File: config.mk
export PLATFORM = sky130hd
export DESIGN_NAME = dpram_port_ctrl
export DESIGN_NICKNAME = d
export VERILOG_FILES = /design/src/rtl/dpr_pkg.sv /design/src/rtl/dpr_port_decode.sv /design/src/rtl/dpr_arbiter.sv /design/src/rtl/dpr_mem_core.sv /design/src/rtl/dpram_port_ctrl.sv
export SDC_FILE = /design/constraint.sdc
export NUM_CORES = 2
export LEC_CHECK = 0
export ABC_AREA = 0
export BUFFER_PORTS_ARGS = -buffer_cell sky130_fd_sc_hd__buf_2
export CAP_MARGIN = 10
export CORE_MARGIN = 8
export CORE_UTILIZATION = 51
export CTS_CLUSTER_DIAMETER = 120
export DETAILED_ROUTE_END_ITERATION = 8
export MAX_ROUTING_LAYER = met4
export PLACE_DENSITY = 0.67
export SYNTH_ARGS = -nofsm -noshare
export SYNTH_HDL_FRONTEND = slang
export SYNTH_HIERARCHICAL = 1
export SYNTH_SLANG_ARGS = --single-unit
File: constraint.sdc
create_clock -name clk -period 6.5 [get_ports clk]
set_clock_uncertainty 0.05 [all_clocks]
set_input_delay 1.625 -clock clk [delete_from_list [all_inputs] [get_ports clk]]
set_output_delay 1.625 -clock clk [all_outputs]
set_load 0.01 [all_outputs]
File: src/rtl/dpr_pkg.sv
// Shared types for the dual-port RAM controller.
// Assumes: nothing beyond a SystemVerilog-2017 toolchain.
package dpr_pkg;

    // Decoded per-port request for one sampled cycle
    typedef struct packed {
        logic act;   // port selected with semaphore select high (memory cycle)
        logic wr;    // memory write requested
        logic rd;    // memory read with outputs enabled
    } port_req_t;

endpackage

File: src/rtl/dpr_port_decode.sv
// Decodes one port's raw controls into a memory request.
// Assumes: all controls are sampled synchronously by the caller; purely combinational.
module dpr_port_decode
    import dpr_pkg::*;
(
    input  logic      ce0_n,
    input  logic      ce1,
    input  logic      rw,
    input  logic      oe_n,
    input  logic      sem_n,
    output port_req_t req
);

    logic sel;

    // Port selection needs the low enable low and the high enable high
    always_comb begin
        sel     = !ce0_n && ce1;
        req.act = sel && sem_n;
        req.wr  = req.act && !rw;
        req.rd  = req.act && rw && !oe_n;
    end

endmodule

File: src/rtl/dpr_arbiter.sv
// Same-address collision arbiter with master/slave busy handling.
// The winner is the port active on the address in the previous cycle; on a tie, left.
// A running collision keeps its loser. Busy is registered; write gating is same-cycle.
// Assumes: requests come from dpr_port_decode; busy inputs are only used in slave mode.
module dpr_arbiter #(
    parameter int AW = 8
) (
    input  logic          clk,
    input  logic          rst_n,
    input  logic          ms_i,
    input  logic          act_l,
    input  logic          act_r,
    input  logic          wr_l,
    input  logic          wr_r,
    input  logic [AW-1:0] addr_l,
    input  logic [AW-1:0] addr_r,
    input  logic          busy_in_l_n,
    input  logic          busy_in_r_n,
    output logic          wen_l,
    output logic          wen_r,
    output logic          busy_l_n,
    output logic          busy_r_n
);

    logic          hist_act_l, hist_act_r;
    logic [AW-1:0] hist_addr_l, hist_addr_r;
    logic          coll_q, loser_r_q;
    logic          coll, left_early, right_early, keep, loser_r;

    // Collision detection and winner selection for the current cycle
    always_comb begin
        coll        = act_l && act_r && (addr_l == addr_r) && (wr_l || wr_r);
        left_early  = hist_act_l && (hist_addr_l == addr_l);
        right_early = hist_act_r && (hist_addr_r == addr_r);
        keep        = coll_q && (hist_addr_l == addr_l);
        if (keep)
            loser_r = loser_r_q;
        else
            loser_r = !(right_early && !left_early);
    end

    // Write gating: own arbiter in master mode, external busy in slave mode
    always_comb begin
        if (ms_i) begin
            wen_l = wr_l && !(coll && !loser_r);
            wen_r = wr_r && !(coll && loser_r);
        end else begin
            wen_l = wr_l && busy_in_l_n;
            wen_r = wr_r && busy_in_r_n;
        end
    end

    // Arrival history, collision memory and registered busy flags
    always_ff @(posedge clk) begin
        if (!rst_n) begin
            hist_act_l  <= 1'b0;
            hist_act_r  <= 1'b0;
            hist_addr_l <= '0;
            hist_addr_r <= '0;
            coll_q      <= 1'b0;
            loser_r_q   <= 1'b0;
            busy_l_n    <= 1'b1;
            busy_r_n    <= 1'b1;
        end else begin
            hist_act_l  <= act_l;
            hist_act_r  <= act_r;
            hist_addr_l <= addr_l;
            hist_addr_r <= addr_r;
            coll_q      <= coll;
            loser_r_q   <= loser_r;
            busy_l_n    <= !(ms_i && coll && !loser_r);
            busy_r_n    <= !(ms_i && coll && loser_r);
        end
    end

endmodule

File: src/rtl/dpr_mem_core.sv
// Two-port storage array with read-first registered read per port.
// Assumes: simultaneous writes to one address only occur in slave mode; left then wins.
// The array has no reset; read registers and valid flags do.
module dpr_mem_core #(
    parameter int AW = 8,
    parameter int DW = 9
) (
    input  logic          clk,
    input  logic          rst_n,
    input  logic [AW-1:0] addr_l,
    input  logic [AW-1:0] addr_r,
    input  logic [DW-1:0] wdata_l,
    input  logic [DW-1:0] wdata_r,
    input  logic          wen_l,
    input  logic          wen_r,
    input  logic          ren_l,
    input  logic          ren_r,
    output logic [DW-1:0] rdata_l,
    output logic [DW-1:0] rdata_r,
    output logic          doe_l,
    output logic          doe_r
);

    localparam int DEPTH = 1 << AW;
    localparam int NPORT = 2;

    logic [DW-1:0] mem [DEPTH];
    logic [AW-1:0] addr_p  [NPORT];
    logic          ren_p   [NPORT];
    logic [DW-1:0] q_p     [NPORT];
    logic          vld_p   [NPORT];
    logic [DW-1:0] out_p   [NPORT];

    // Gather per-port read controls into arrays
    always_comb begin
        addr_p[0] = addr_l;
        addr_p[1] = addr_r;
        ren_p[0]  = ren_l;
        ren_p[1]  = ren_r;
    end

    // Array write; the left write is applied last so it wins a same-address clash
    always_ff @(posedge clk) begin
        if (wen_r) mem[addr_r] <= wdata_r;
        if (wen_l) mem[addr_l] <= wdata_l;
    end

    for (genvar p = 0; p < NPORT; p++) begin : g_rd
        // Read-first registered read and valid flag for port p
        always_ff @(posedge clk) begin
            if (!rst_n) begin
                q_p[p]   <= '0;
                vld_p[p] <= 1'b0;
            end else begin
                vld_p[p] <= ren_p[p];
                if (ren_p[p]) q_p[p] <= mem[addr_p[p]];
            end
        end
        // Zero the bus whenever it would be high impedance
        assign out_p[p] = vld_p[p] ? q_p[p] : '0;
    end

    assign rdata_l = out_p[0];
    assign rdata_r = out_p[1];
    assign doe_l   = vld_p[0];
    assign doe_r   = vld_p[1];

endmodule

File: src/rtl/dpram_port_ctrl.sv
// Top of the dual-port RAM controller: two decoders, the collision arbiter and the array.
// Assumes: one clock samples both ports; AW sets depth (2**AW words of DW bits).
module dpram_port_ctrl #(
    parameter int AW = 8,
    parameter int DW = 9
) (
    input  logic          clk,
    input  logic          rst_n,
    input  logic          ms_i,
    input  logic          l_ce0_n,
    input  logic          l_ce1,
    input  logic          l_rw,
    input  logic          l_oe_n,
    input  logic          l_sem_n,
    input  logic [AW-1:0] l_addr,
    input  logic [DW-1:0] l_wdata,
    input  logic          l_busy_in_n,
    output logic [DW-1:0] l_rdata,
    output logic          l_doe,
    output logic          l_busy_n,
    input  logic          r_ce0_n,
    input  logic          r_ce1,
    input  logic          r_rw,
    input  logic          r_oe_n,
    input  logic          r_sem_n,
    input  logic [AW-1:0] r_addr,
    input  logic [DW-1:0] r_wdata,
    input  logic          r_busy_in_n,
    output logic [DW-1:0] r_rdata,
    output logic          r_doe,
    output logic          r_busy_n
);

    import dpr_pkg::*;

    port_req_t req_l, req_r;
    logic      wen_l, wen_r;

    dpr_port_decode u_dec_l (
        .ce0_n (l_ce0_n), .ce1 (l_ce1), .rw (l_rw), .oe_n (l_oe_n),
        .sem_n (l_sem_n), .req (req_l)
    );

    dpr_port_decode u_dec_r (
        .ce0_n (r_ce0_n), .ce1 (r_ce1), .rw (r_rw), .oe_n (r_oe_n),
        .sem_n (r_sem_n), .req (req_r)
    );

    dpr_arbiter #(.AW(AW)) u_arb (
        .clk         (clk),
        .rst_n       (rst_n),
        .ms_i        (ms_i),
        .act_l       (req_l.act),
        .act_r       (req_r.act),
        .wr_l        (req_l.wr),
        .wr_r        (req_r.wr),
        .addr_l      (l_addr),
        .addr_r      (r_addr),
        .busy_in_l_n (l_busy_in_n),
        .busy_in_r_n (r_busy_in_n),
        .wen_l       (wen_l),
        .wen_r       (wen_r),
        .busy_l_n    (l_busy_n),
        .busy_r_n    (r_busy_n)
    );

    dpr_mem_core #(.AW(AW), .DW(DW)) u_mem (
        .clk     (clk),
        .rst_n   (rst_n),
        .addr_l  (l_addr),
        .addr_r  (r_addr),
        .wdata_l (l_wdata),
        .wdata_r (r_wdata),
        .wen_l   (wen_l),
        .wen_r   (wen_r),
        .ren_l   (req_l.rd),
        .ren_r   (req_r.rd),
        .rdata_l (l_rdata),
        .rdata_r (r_rdata),
        .doe_l   (l_doe),
        .doe_r   (r_doe)
    );

endmodule

==> impl_metrics.toml <==
[floorplan]
dieArea_mm2 = 0.292
core_mm2 = 0.274
design.portCount = 71
die_x_um = 540
dieHeight_um = 540
rows = 192
start_util = 0.512

[sta]
finalSetupViolCount = 0
fin_tns_setup_ps = 0
max_freq_mhz = 185
maxSlewHeadroom = 0.0702
rsz0062_at_grt = "no"
finalCritPeriodShare = 0.832
finalHoldViolations = 0
whs_ps = 747
final_max_slew_viol_count = 0
max_slew.worst_pin.slew_ps = 1390
timing.final.crit_period_ps = 5410

[layout]
nets = 9256
fin_cells = 13100
fin_area_mm2 = 0.155
areaGrowthSynthToFinish_pct = 10.5
drive_above_1_share = 0.484

[yosys]
synth_ff_type = "edfxtp_1"
synth_seq_cells = 2346
synth_cells = 9340
syn_nets = 9389
async_flop_share = 0
synthDistinctLibCells = 81
synth-edff-count = 2322
yosysSeqAreaShare = 0.501
syn_area_mm2 = 0.140
avgSynthCellArea_um2 = 15.0
yosysWarnings = 6

[detailed_routing]
routedWlPerCell_um = 42.4
drc_errors = 0
firstDrtPassIters = 7
drtAntennaViolNets = 0
via_per_inst = 7.57
wl_um = 554000
drt-initial-drc-count = 15600
vias = 98900

[cts]
cts_sinks = 2346
clk_pin_slew_ps = 60
h-tree-depth = 5
clk_latency_ps = 920
cts_setup_buffers = 0
clk_path_buf_depth = 4
holdBufCountCts = 0
cts_tree = "done"
post_cts_resize_count = 0
cts_inserted_buffers = 273
root_buffer = "clkbuf_16"

[grt]
antenna_found_initial = 37
grt_max_degree = 137
grt_pass1_vias = 94600
gr-usage-all-layers = 0.375
grt_pass1_wl_um = 761000
grt_overflow = 0

[worst_hold_path]
worstHoldPathType = "reg2reg"

[worst_setup_path]
end_kind = "register"
arrival_ps = 5960
crit_fanout = 10
startpoint_type = "input pin"
criticalPathCategory = "in2reg"
required_ps = 7050

[power_and_ir_drop]
switching_share = 0.252
p_sw_w = 0.00918
ir_worst_vdd_uv = 195
leakage_nw = 50.3
pwr-share-clk = 0.431
power_density_mw_per_mm2 = 235
intPower_w = 0.0273
pwr-share-seq = 0.457
pwr-share-comb = 0.112

[placement]
gp_congestion = 1.02
dp_hpwl_um = 364000
place.port_buffers = 70
post-place-cells = 12500
place_area_mm2 = 0.146

[job]
drv_cap = 0

[outcome]
run_status = "complete, no violations"
[worst max-delay path: stages]
cell	delay [ps]
buf_2	130
xor2_1	830
nor4_4	180
nand4b_1	160
a21boi_2	280
o221a_1	350
or3b_2	560
nor3b_2	260
buf_4	430
nand2_1	420
o21ai_0	410
clkbuf_2	300
[cells in the mapped netlist, types with 48 or more instances]
cell type,instances,area [µm²]
nand3_1,152,761
clkbuf_1,745,2800
a21oi_1,138,691
o22ai_1,272,1700
mux2i_1,552,5530
mux2_2,2366,26600
a22oi_1,217,1630
edfxtp_1,2322,69700
nor2_1,77,289
nand2_1,337,1260
nand4_1,51,319
nor2_2,151,945
mux4_2,914,20600
buf_4,73,548
and2_1,48,300
o21ai_0,178,891
buf_2,176,881
[worst paths after layout]
kind / start / end / slack, ps / depth (start not counted)
hold / removal: u_arb/loser_r_q / u_arb/busy_r_n / 750 / 3
setup reg to reg: u_arb/hist_addr_l[7] / u_mem/mem[65][3] / 1600 / 11
setup / recovery: l_addr[7] / u_mem/mem[65][3] / 1090 / 12
hold reg to reg: u_arb/loser_r_q / u_arb/busy_r_n / 750 / 3
[per-stage QoR]
step	utilization	total power, W	worst slack (ps)
5_1_grt	0.566	0.0370	1100
6_report	0.566	0.0364	1090
3_3_place_gp	0.533	0.0208	450
3_5_place_dp	0.533	0.0209	442
2_1_floorplan	-	0.0194	1430
4_1_cts	0.565	0.0364	1410
[routing by layer]
layer / wire [µm] / GRT usage / vias to the layer above / part of all wire
met5: 0 / - / - / 0
met4: 36100 / 0.192 / 0 / 0.065
met3: 81300 / 0.132 / 1549 / 0.15
met1: 200000 / 0.480 / 51400 / 0.36
met2: 237000 / 0.527 / 8163 / 0.43
li1: - / - / 37800 / -
[power groups by stage]
stage	registers, W	clock network (W)	logic, W
finish	0.0166	0.0157	0.00409
global route	0.0166	0.0163	0.00412
CTS	0.0166	0.0158	0.00392
detailed placement	0.0170	0	0.00390
global placement	0.0170	0	0.00385
floorplan	0.0170	0	0.00243
[flip-flops by register name, summed over array words and instances (netlist names)]
name and flops:
u_arb/busy_l_n 1, u_arb/busy_r_n 1, u_arb/coll_q 1, u_arb/hist_act_l 1, u_arb/hist_act_r 1, u_arb/hist_addr_l 8
u_arb/hist_addr_r 8, u_arb/loser_r_q 1, u_mem/mem 2304, u_mem/q_p 18, u_mem/vld_p 2
[layout make-up]
cell class              count  area [µm²]
fillers                 21400      119000
flip-flops and latches   2346       70200
multi-input cells        5916       65500
clock buffers             329        7170
repair buffers            659        5730
well taps                3589        4490
clock inverters           155        1640
diodes                     59         148
inverters                  11        41.3
[logic make-up after synthesis]
kind of cell | after synthesis | synth area share
AOI/OAI and AO/OA | 1053 | 0.0497
muxes | 3832 | 0.376
xor gates and xnor gates | 24 | 0.00150
and+or+nand+nor | 1007 | 0.0374
DFF | 2346 | 0.501
buffers and inverters | 1078 | 0.0341
[layout by cell type, fill, tap and decap left out, types with 69 or more instances in the layout]
cell type / count
nand2_1: 328
buf_4: 525
mux4_2: 914
edfxtp_1: 2322
clkbuf_16: 279
a22oi_1: 217
nor2_1: 69
nand3_1: 142
mux2_2: 2366
mux2i_1: 552
o21ai_0: 177
a21oi_1: 137
o22ai_1: 271
nor2_2: 157
(Power assumes the default switching activity.)
